--- src/rtl/mbus_pkg.sv ---
package mbus_pkg;
  typedef struct packed {
    logic reg_hit;
    logic mem_hit;
  } win_hit_t;

  localparam int unsigned SLOT_REGMAP = 0;
  localparam int unsigned SLOT_MEMMAP = 7;
endpackage

--- src/rtl/mbus_sampler.sv ---
module mbus_sampler #(
  parameter int unsigned DW = 8,
  parameter int unsigned AW = 16
) (
  input  logic          clk,
  input  logic          rst_n,
  input  logic          bus_as,
  input  logic          bus_e,
  input  logic          bus_rw,
  input  logic          bus_ce,
  input  logic          bus_sel_n,
  input  logic [AW-DW-1:0] bus_ahi,
  input  logic [DW-1:0] bus_ad_in,
  output logic          as_fall,
  output logic          e_fall,
  output logic          e_hi,
  output logic          rw_hi,
  output logic          cs_ok,
  output logic [AW-1:0] addr_smp,
  output logic [DW-1:0] ad_smp
);
  localparam int unsigned HW = AW - DW;

  logic          as_q, as_d, e_q, e_d, rw_q, ce_q, seln_q;
  logic [HW-1:0] ahi_q;
  logic [DW-1:0] ad_q;

  always_ff @(posedge clk or negedge rst_n) begin
    if (!rst_n) begin
      as_q   <= 1'b1;
      as_d   <= 1'b1;
      e_q    <= 1'b0;
      e_d    <= 1'b0;
      rw_q   <= 1'b1;
      ce_q   <= 1'b0;
      seln_q <= 1'b1;
      ahi_q  <= '0;
      ad_q   <= '0;
    end else begin
      as_q   <= bus_as;
      as_d   <= as_q;
      e_q    <= bus_e;
      e_d    <= e_q;
      rw_q   <= bus_rw;
      ce_q   <= bus_ce;
      seln_q <= bus_sel_n;
      ahi_q  <= bus_ahi;
      ad_q   <= bus_ad_in;
    end
  end

  assign as_fall  = as_d & ~as_q;
  assign e_fall   = e_d & ~e_q;
  assign e_hi     = e_q;
  assign rw_hi    = rw_q;
  assign cs_ok    = ce_q & ~seln_q;
  assign addr_smp = {ahi_q, ad_q};
  assign ad_smp   = ad_q;
endmodule

--- src/rtl/mbus_decode.sv ---
module mbus_decode import mbus_pkg::*; #(
  parameter int unsigned AW         = 16,
  parameter int unsigned DW         = 8,
  parameter int unsigned REG_WIN_LG = 10,
  parameter int unsigned MEM_WIN_LG = 13,
  parameter logic [7:0]  REGMAP_RST = 8'h81,
  parameter logic [7:0]  MEMMAP_RST = 8'h07
) (
  input  logic          clk,
  input  logic          rst_n,
  input  logic          as_fall,
  input  logic          cs_ok,
  input  logic [AW-1:0] addr_smp,
  input  logic          cfg_wr_regmap,
  input  logic          cfg_wr_memmap,
  input  logic [DW-1:0] cfg_wdata,
  output logic [AW-1:0] addr_lat,
  output win_hit_t      hit,
  output logic [DW-1:0] regmap,
  output logic [DW-1:0] memmap
);
  localparam int unsigned RTAG = AW - REG_WIN_LG;
  localparam int unsigned MTAG = AW - MEM_WIN_LG;

  logic [AW-1:0] addr_q, addr_n;
  win_hit_t      hit_q, hit_n;
  logic [DW-1:0] regmap_q, regmap_n, memmap_q, memmap_n;
  logic          raw_reg, raw_mem;

  always_comb begin
    raw_reg = (addr_smp[AW-1:REG_WIN_LG] == regmap_q[RTAG-1:0]);
    raw_mem = (addr_smp[AW-1:MEM_WIN_LG] == memmap_q[MTAG-1:0]);
    addr_n  = addr_q;
    hit_n   = hit_q;
    if (as_fall) begin
      addr_n        = addr_smp;
      hit_n.reg_hit = cs_ok & raw_reg;
      hit_n.mem_hit = cs_ok & raw_mem & ~raw_reg;
    end
    regmap_n = cfg_wr_regmap ? cfg_wdata : regmap_q;
    memmap_n = cfg_wr_memmap ? cfg_wdata : memmap_q;
  end

  always_ff @(posedge clk or negedge rst_n) begin
    if (!rst_n) begin
      addr_q   <= '0;
      hit_q    <= '0;
      regmap_q <= REGMAP_RST;
      memmap_q <= MEMMAP_RST;
    end else begin
      addr_q   <= addr_n;
      hit_q    <= hit_n;
      regmap_q <= regmap_n;
      memmap_q <= memmap_n;
    end
  end

  assign addr_lat = addr_q;
  assign hit      = hit_q;
  assign regmap   = regmap_q;
  assign memmap   = memmap_q;

  assert_addr_hold_R1: assert property (@(posedge clk) disable iff (!rst_n)
    !$past(as_fall) |-> $stable(addr_lat));

  assert_map_hold_R14: assert property (@(posedge clk) disable iff (!rst_n)
    !$past(cfg_wr_memmap) |-> $stable(memmap));
endmodule

--- src/rtl/mbus_rdmux.sv ---
module mbus_rdmux import mbus_pkg::*; #(
  parameter int unsigned DW         = 8,
  parameter int unsigned REG_WIN_LG = 10,
  parameter int unsigned SLOT_LG    = 3,
  parameter int unsigned SLOTS      = 8,
  parameter int unsigned SCR_BASE   = 'h200,
  parameter int unsigned SCR_LG     = 4
) (
  input  logic                  clk,
  input  logic                  rst_n,
  input  win_hit_t              hit,
  input  logic                  e_hi,
  input  logic                  rw_hi,
  input  logic [REG_WIN_LG-1:0] reg_off,
  input  logic [DW-1:0]         regmap,
  input  logic [DW-1:0]         memmap,
  input  logic [DW-1:0]         reg_rdata,
  input  logic [DW-1:0]         mem_rdata,
  output logic                  reg_sel,
  output logic                  mem_sel,
  output logic [DW-1:0]         ad_out,
  output logic                  ad_oe,
  output logic [SLOTS:0]        reg_slot
);
  localparam int unsigned SLOT_W   = $clog2(SLOTS);
  localparam int unsigned SLOT_TOP = SLOT_LG + SLOT_W;
  localparam logic [REG_WIN_LG-1:0] SCR_VEC = REG_WIN_LG'(SCR_BASE);

  logic on_grid, in_scr;

  assign reg_sel = hit.reg_hit & e_hi;
  assign mem_sel = hit.mem_hit & e_hi;
  assign on_grid = (reg_off[REG_WIN_LG-1:SLOT_TOP] == '0) &&
                   (reg_off[SLOT_LG-1:0] == '0);
  assign in_scr  = (reg_off[REG_WIN_LG-1:SCR_LG] == SCR_VEC[REG_WIN_LG-1:SCR_LG]);

  for (genvar g = 0; g < SLOTS; g++) begin : g_slot
    assign reg_slot[g] = reg_sel & on_grid &
                         (reg_off[SLOT_TOP-1:SLOT_LG] == SLOT_W'(g));
  end
  assign reg_slot[SLOTS] = reg_sel & in_scr;

  always_comb begin
    ad_oe  = (hit.reg_hit | hit.mem_hit) & e_hi & rw_hi;
    ad_out = '0;
    if (ad_oe) begin
      if (hit.reg_hit) begin
        if (reg_slot[SLOT_REGMAP])      ad_out = ~regmap;
        else if (reg_slot[SLOT_MEMMAP]) ad_out = ~memmap;
        else                            ad_out = reg_rdata;
      end else begin
        ad_out = mem_rdata;
      end
    end
  end

  assert_slot_onehot_R11: assert property (@(posedge clk) disable iff (!rst_n)
    $onehot0(reg_slot));

  assert_window_excl_R5: assert property (@(posedge clk) disable iff (!rst_n)
    $onehot0({reg_sel, mem_sel}));
endmodule

--- src/rtl/mbus_if.sv ---
module mbus_if import mbus_pkg::*; #(
  parameter int unsigned DW         = 8,
  parameter int unsigned AW         = 16,
  parameter int unsigned REG_WIN_LG = 10,
  parameter int unsigned MEM_WIN_LG = 13,
  parameter int unsigned SLOTS      = 8,
  parameter int unsigned RST_BIT    = 3,
  parameter int unsigned LAM_BIT    = 5
) (
  input  logic                  clk,
  input  logic                  rst_n,
  input  logic                  bus_as,
  input  logic                  bus_e,
  input  logic                  bus_rw,
  input  logic                  bus_ce,
  input  logic                  bus_sel_n,
  input  logic [AW-DW-1:0]      bus_ahi,
  input  logic [DW-1:0]         bus_ad_in,
  output logic [DW-1:0]         bus_ad_out,
  output logic                  bus_ad_oe,
  input  logic                  cfg_wr_regmap,
  input  logic                  cfg_wr_memmap,
  input  logic [DW-1:0]         cfg_wdata,
  input  logic [DW-1:0]         reg_rdata,
  input  logic [DW-1:0]         mem_rdata,
  output logic                  reg_sel,
  output logic                  mem_sel,
  output logic [SLOTS:0]        reg_slot,
  output logic [REG_WIN_LG-1:0] reg_off,
  output logic [MEM_WIN_LG-1:0] mem_off,
  output logic [AW-1:0]         acc_addr,
  output logic                  wr_reg_stb,
  output logic                  wr_mem_stb,
  output logic [DW-1:0]         wr_data,
  input  logic [DW-1:0]         pb_gpio,
  output logic [DW-1:0]         pb_out,
  output logic                  lam_on,
  input  logic                  rst_pin,
  output logic                  periph_rst
);
  logic          as_fall, e_fall, e_hi, rw_hi, cs_ok;
  logic [AW-1:0] addr_smp, addr_lat;
  logic [DW-1:0] ad_smp, regmap, memmap;
  win_hit_t      hit;

  mbus_sampler #(.DW(DW), .AW(AW)) u_smp (
    .clk(clk), .rst_n(rst_n), .bus_as(bus_as), .bus_e(bus_e), .bus_rw(bus_rw),
    .bus_ce(bus_ce), .bus_sel_n(bus_sel_n), .bus_ahi(bus_ahi), .bus_ad_in(bus_ad_in),
    .as_fall(as_fall), .e_fall(e_fall), .e_hi(e_hi), .rw_hi(rw_hi), .cs_ok(cs_ok),
    .addr_smp(addr_smp), .ad_smp(ad_smp));

  mbus_decode #(.AW(AW), .DW(DW), .REG_WIN_LG(REG_WIN_LG), .MEM_WIN_LG(MEM_WIN_LG)) u_dec (
    .clk(clk), .rst_n(rst_n), .as_fall(as_fall), .cs_ok(cs_ok), .addr_smp(addr_smp),
    .cfg_wr_regmap(cfg_wr_regmap), .cfg_wr_memmap(cfg_wr_memmap), .cfg_wdata(cfg_wdata),
    .addr_lat(addr_lat), .hit(hit), .regmap(regmap), .memmap(memmap));

  mbus_rdmux #(.DW(DW), .REG_WIN_LG(REG_WIN_LG), .SLOTS(SLOTS)) u_rd (
    .clk(clk), .rst_n(rst_n), .hit(hit), .e_hi(e_hi), .rw_hi(rw_hi),
    .reg_off(addr_lat[REG_WIN_LG-1:0]), .regmap(regmap), .memmap(memmap),
    .reg_rdata(reg_rdata), .mem_rdata(mem_rdata), .reg_sel(reg_sel), .mem_sel(mem_sel),
    .ad_out(bus_ad_out), .ad_oe(bus_ad_oe), .reg_slot(reg_slot));

  // write strobe stage
  logic          wfire;
  logic          wreg_q, wreg_n, wmem_q, wmem_n;
  logic [DW-1:0] wdat_q, wdat_n;

  always_comb begin
    wfire  = e_fall & (hit.reg_hit | hit.mem_hit) & ~rw_hi;
    wreg_n = wfire & hit.reg_hit;
    wmem_n = wfire & hit.mem_hit;
    wdat_n = wfire ? ad_smp : wdat_q;
  end

  always_ff @(posedge clk or negedge rst_n) begin
    if (!rst_n) begin
      wreg_q <= 1'b0;
      wmem_q <= 1'b0;
      wdat_q <= '0;
    end else begin
      wreg_q <= wreg_n;
      wmem_q <= wmem_n;
      wdat_q <= wdat_n;
    end
  end

  assign wr_reg_stb = wreg_q;
  assign wr_mem_stb = wmem_q;
  assign wr_data    = wdat_q;
  assign acc_addr   = addr_lat;
  assign reg_off    = addr_lat[REG_WIN_LG-1:0];
  assign mem_off    = addr_lat[MEM_WIN_LG-1:0];
  assign lam_on     = memmap[LAM_BIT];
  assign pb_out     = lam_on ? addr_lat[DW-1:0] : pb_gpio;
  assign periph_rst = memmap[RST_BIT] ? rst_pin : ~rst_pin;

  assert_wstb_pulse_R7: assert property (@(posedge clk) disable iff (!rst_n)
    (wr_reg_stb | wr_mem_stb) |=> !(wr_reg_stb | wr_mem_stb));
endmodule

--- config.mk ---
export PLATFORM = sky130hd
export DESIGN_NAME = mbus_if
export DESIGN_NICKNAME = d
export VERILOG_FILES = /design/src/rtl/mbus_pkg.sv /design/src/rtl/mbus_sampler.sv /design/src/rtl/mbus_decode.sv /design/src/rtl/mbus_rdmux.sv /design/src/rtl/mbus_if.sv
export SDC_FILE = /design/constraint.sdc
export NUM_CORES = 1
export LEC_CHECK = 0
export BUFFER_PORTS_ARGS = -buffer_cell sky130_fd_sc_hd__clkbuf_2
export CORE_MARGIN = 2
export CORE_UTILIZATION = 35
export CTS_BUF_LIST = sky130_fd_sc_hd__clkbuf_8 sky130_fd_sc_hd__clkbuf_16
export DETAILED_ROUTE_END_ITERATION = 10
export PLACE_DENSITY = 0.6
export SLEW_MARGIN = 40
export SYNTH_ARGS = -nofsm -noshare
export SYNTH_HDL_FRONTEND = slang
export SYNTH_SLANG_ARGS = --single-unit
--- constraint.sdc ---
create_clock -name clk -period 3.94 [get_ports clk]
set_input_delay 0.197 -clock clk [delete_from_list [all_inputs] [get_ports clk]]
set_output_delay 0.197 -clock clk [all_outputs]
set_load 0.05 [all_outputs]
# Word-level counts from Yosys, hierarchy flattened
# Index checks and enable logic that the tools add are counted.
[totals] register_bits=67 inputBits=58 output_inout_bits=79 elab_cells=70
[classes] n_eq_ne=10 n_mux=6 bitwise=33 reduce_logical=4
[op_table] operator="8-bit two-way mux" n=5
[op_table] operator="1-bit AND" n=24
[op_table] operator="8-bit inverter" n=2
[op_table] operator="3-bit == test, second input constant" n=4
[op_table] operator="3-bit by 2-bit == test with 1-bit output, second input constant" n=2
[op_table] operator="6-bit == test" n=1
[op_table] operator="6-bit == test, second input constant" n=1
[op_table] operator="3-bit logical NOT" n=2
[op_table] operator="1-bit inverter" n=6
[op_table] operator="4-bit logical NOT" n=1
[op_table] operator="3-bit by 1-bit == test with 1-bit output, second input constant" n=1
[op_table] operator="3-bit == test" n=1
[op_table] operator="1-bit logical AND" n=1
[op_table] operator="1-bit two-way mux" n=1
[op_table] operator="1-bit bitwise OR" n=1

# Depth between registers and ports, before layout
[logic_depth] word_depth=8 ltp_mapped=6 depth_no_buf=4

# Modules after synthesis
# A second synthesis with hierarchy kept.
[hier_totals] cells_unflattened=248 hier_area_um2=3234.4
[by_module_without_submodules] module="mbus_decode" n_inst=1 cells_per_inst=88 area_each_um2=1398.8 seq_area_each_um2=857.1
[by_module_without_submodules] module="mbus_sampler" n_inst=1 cells_per_inst=34 area_each_um2=681.9 seq_area_each_um2=580.6
[by_module_without_submodules] module="mbus_if" n_inst=1 cells_per_inst=55 area_each_um2=658.1 seq_area_each_um2=250.2
[by_module_without_submodules] module="mbus_rdmux" n_inst=1 cells_per_inst=71 area_each_um2=495.5 seq_area_each_um2=0.0

# Worst setup path after synthesis
# Ideal clock, no wire load.
[synth_path] path_kind="register -> output" from="register u_dec.addr_q[2], in the netlist u_dec.addr_lat[2]" to="output reg_slot[2]" arrival_time_ns=3.184 required_time_ns=3.743 path_slack_ns=0.559 path_stages_with_launch=5 path_buffers=1 cell_sequence="dfrtp_1 > or4_4 > buf_6 > nor3_1 > nor4bb_1"
[synth_via] elab_chain_len=4
[synth_lines] element="start, declared" line_no="mbus_decode.sv:25" text="logic [AW-1:0] addr_q, addr_n;"
[synth_lines] element="start signal, assigned" line_no="mbus_decode.sv:51" text="addr_q <= addr_n;"
[synth_lines] element="3-bit logical NOT" line_no="mbus_rdmux.sv:34" text="(reg_off[SLOT_LG-1:0] == '0);"
[synth_lines] element="1-bit logical AND" line_no="mbus_rdmux.sv:33" text="assign on_grid = (reg_off[REG_WIN_LG-1:SLOT_TOP] == '0) &&"
[synth_lines] element="1-bit AND (2 in series)" line_no="mbus_rdmux.sv:38" text="assign reg_slot[g] = reg_sel & on_grid &"
[synth_lines] element="end, declared" line_no="mbus_if.sv:28" text="output logic [SLOTS:0] reg_slot,"
# No other way between the ends.

# Worst setup path in the final report
[layout_path] from="register u_dec.hit_q, in the netlist u_dec.hit[1]" to="output bus_ad_out[1]"
[layout_via] elab_chain_len=7 word_cells_on_any_way=11 classes_between="mux (4); bitwise (7)"
[layout_lines] element="start, declared" line_no="mbus_decode.sv:26" text="win_hit_t hit_q, hit_n;"
[layout_lines] element="start signal, assigned" line_no="mbus_decode.sv:52" text="hit_q <= hit_n;"
[layout_lines] element="1-bit AND" line_no="mbus_rdmux.sv:31" text="assign reg_sel = hit.reg_hit & e_hi;"
[layout_lines] element="1-bit AND (2 in series)" line_no="mbus_rdmux.sv:38"
[layout_lines] element="8-bit two-way mux" line_no="mbus_rdmux.sv:49" text="else if (reg_slot[SLOT_MEMMAP]) ad_out = ~memmap;"
[layout_lines] element="8-bit two-way mux" line_no="mbus_rdmux.sv:48" text="if (reg_slot[SLOT_REGMAP]) ad_out = ~regmap;"
[layout_lines] element="8-bit two-way mux" line_no="mbus_rdmux.sv:47" text="if (hit.reg_hit) begin"
[layout_lines] element="8-bit two-way mux *" line_no="mbus_rdmux.sv:46" text="if (ad_oe) begin"
[layout_lines] element="end, declared" line_no="mbus_if.sv:19" text="output logic [DW-1:0] bus_ad_out,"
# Every way passes the cells marked *; elsewhere a longest branch is shown, timed or not.

==> results.md <==
- Grt ovf: 0
- Placer Congestion: 0.8438
- Gr usage total: 16.72%
- Cell count after synthesis: 295
- Post-CTS Resized: 0
- Hold Buf Count CTS: 22
- Antenna-violating nets left: 0
- Row Count: 34
- Port Buf Inserts: 136
- # setup viols final: 0
- Starting Density: 36.32%
- First-pass GRT wire length: 12840 um
- Core Region: around 8800 um2
- Synth warn: 0
- Register area share after synthesis: 53.03%
- Crit path time final: roughly 3.3 ns
- Critical path startpoint category: flip-flop
- Clock sink total: 67
- Power Density: 478.7 nW/um2
- Detail Placement HPWL: 5981 um
- Diodes inserted: 0
- Die Span Y: between 90 and 100 um
- Rel. slew slack: 53.91%
- CP Capture Type: output port
- CTS Root Cell: clkbuf_8
- Inst Count DP: 501
- # IOs: around 140
- Synthesized Nets: 353
- Hold Path Class: primary input to flip-flop
- Die area: 9873 um2
- Worst-case reg-to-reg path depth: 4
- Final core occ: a little under half
- Via-to-Cell Ratio: between 4 and 5
- Max Root-Sink Buffers: 2
- Setup TNS: 0 ns
- Slowest CP cell: dfrtp_1
- Post-route insts no fill: 540
- CTS tree: built
- Slowest stage delay, CP: 0.72 ns
- Yosys reg bits: between 60 and 70
- Final hold vios: 0
- Peak supply drop: 205.8 uV
- CP Class: flip-flop to output port
- Leading cell type in the layout, fill and taps excluded: clkbuf_2
- Leakage: 2.116 nW
- CP Max Fanout: 20
- Total CTS buffers: 9
- Largest net degree at the start of global routing: 39
- Cells taking the most area after synthesis: dfrtp_1, mux2_2, dfstp_2
- Worst skew pair latency: 0.33 ns
- Routed via count: roughly 2.6k
- Reg clk slew, reported paths: about 0.070 ns
- First-pass iteration count of the detailed router: 4
- DRT iter0 DRCs: 69
- Critical Path RT: 3.74 ns
- Worst slack at placement: approximately 0.85 ns
- Worst path cell trace: nand4bb_1 -> o41a_1 -> a2111oi_1 -> nor2_1 -> clkbuf_2
- Fill cells: approximately 840
- Residual DRC count: 0
- RSZ-0062 raised after global routing: false
- DRT Wirelength: ~8300 um
- Period utilization: 82.90%
- Largest area contributor in the netlist: dfrtp_1
- Max-cap viol count: 0
- Wire length per cell: 15.33 um
- Post-synth top area share: 45.60%
- Die width: just under 100 um
- Fmax: about 0.3 GHz
- Post-Synthesis Mean Instance Area: 10.79 um2
- Number of distinct library cells after synthesis: 36
- Hold Crit Depth: 3
- Total power: 2.013 mW
- Setup Fix Bufs, Post-CTS: 0
- Initial antenna violation count: 0
- Outcome: completed
- Nets: 485
- Slew @ Worst Pin: 0.6914 ns
- Layout cells sized above 1: 44.91%
- Max-slew violation count: 0
- H-tree depth: 3
- Clk_skew: 0.006074 ns
- Synthesized area: 3183 um2
- Arr. time, crit path: 3.07 ns
- Vias in the first global route: 2538
- Area growth syn-to-layout: 32.11%
- Most frequent cells in the layout: clkbuf_2, nand2_1, dfrtp_1
- Final WS setup: 0.6739 ns
## cells by family after synthesis
kind of cell / Yosys count / synth area share [%]
AO/OA/AOI/OAI: 34 / 9.985
XOR/XNOR: 10 / 2.752
buffers and inverters: 52 / 9.984
flip-flops: 67 / 53.03
multiplexers: 24 / 8.491
AND/OR/NAND/NOR: 108 / 15.76
## final timing paths
check / startpoint / end / slack [ns]
setup / recovery: u_dec.hit[1] / bus_ad_out[1] / 0.67
hold / removal: cfg_wdata[7] / u_dec.memmap[7] / 0.08
setup reg to reg: u_dec.hit[1] / wr_data[7] / 2.11
hold reg to reg: u_smp.as_q / u_smp.as_d / 0.37
max in group asynchronous: rst_n / u_smp.rw_hi / 2.53
min in group asynchronous: rst_n / u_dec.addr_lat[13] / 0.45
## power by group
group | internal (mW) | switching [mW]
registers | 0.755 | 0.0728
clock network | 0.388 | 0.262
logic | 0.144 | 0.391
## layout make-up
type	count	area, um2	share of cell area (%)
clock buffers	11	151.4	3.600
clock inverters	5	76.32	1.815
inverters	12	45.04	1.071
multi-input cells	176	1186	28.21
flip-flops and latches	67	1688	40.14
well taps	108	135.1	3.213
repair buffers	161	923.4	21.96
## sequential cells by signal, indices dropped and copies added (netlist names)
signal and cells:
u_dec.addr_lat 16, u_dec.hit 2, u_dec.memmap 8, u_dec.regmap 8, u_smp.ad_smp 8, u_smp.ahi_q 8
u_smp.as_d 1, u_smp.as_q 1, u_smp.ce_q 1, u_smp.e_d 1, u_smp.e_hi 1, u_smp.rw_hi 1
u_smp.seln_q 1, wr_data 8, wr_mem_stb 1, wr_reg_stb 1
## layer usage
metal  vias up  track usage (%)  part of all wire, %
met4         0            5.690                  1.1
li1       1249                -                    -
met5         -                0                    0
met1      1263            22.62                   46
met2        88            27.29                   48
met3         8            2.881                  5.2
## Yosys cell counts (all sizes together)
library cell	n
xor2	2
nor3b	3
nor3	5
clkbuf	8
xnor2	8
or3	1
nand4	2
a311o	8
nand3	1
dfstp	9
nand4bb	1
buf	32
nor4bb	1
dfrtp	58
o21ai	8
a2111oi	8
or2	1
nor2b	1
o32ai	1
and2	2
nand2b	1
nor4	3
nor2	22
inv	12
nand2	62
or4	1
and3	1
mux2	24
o41a	8
a41o	1
## metrics by stage
| step | cell area (um2) | hold slack (ns) |
|---|---|---|
| after detailed placement | 3741 | 0.2664 |
| after global placement | 3741 | 0.2630 |
| final | 4205 | 0.07910 |
| after global routing | 4205 | 0.09531 |
| after floorplan | 3183 | -0.09859 |
| after CTS | 4189 | 0.07096 |
## critical path: cells and delay by family (launching register included)
kind / cells / cell delay (ns)
compound gates: 2 / 1.01
buf+inv: 1 / 0.25
simple gates: 2 / 0.76
flops: 1 / 0.72
Note: power is estimated with default switching activity, not from simulation.
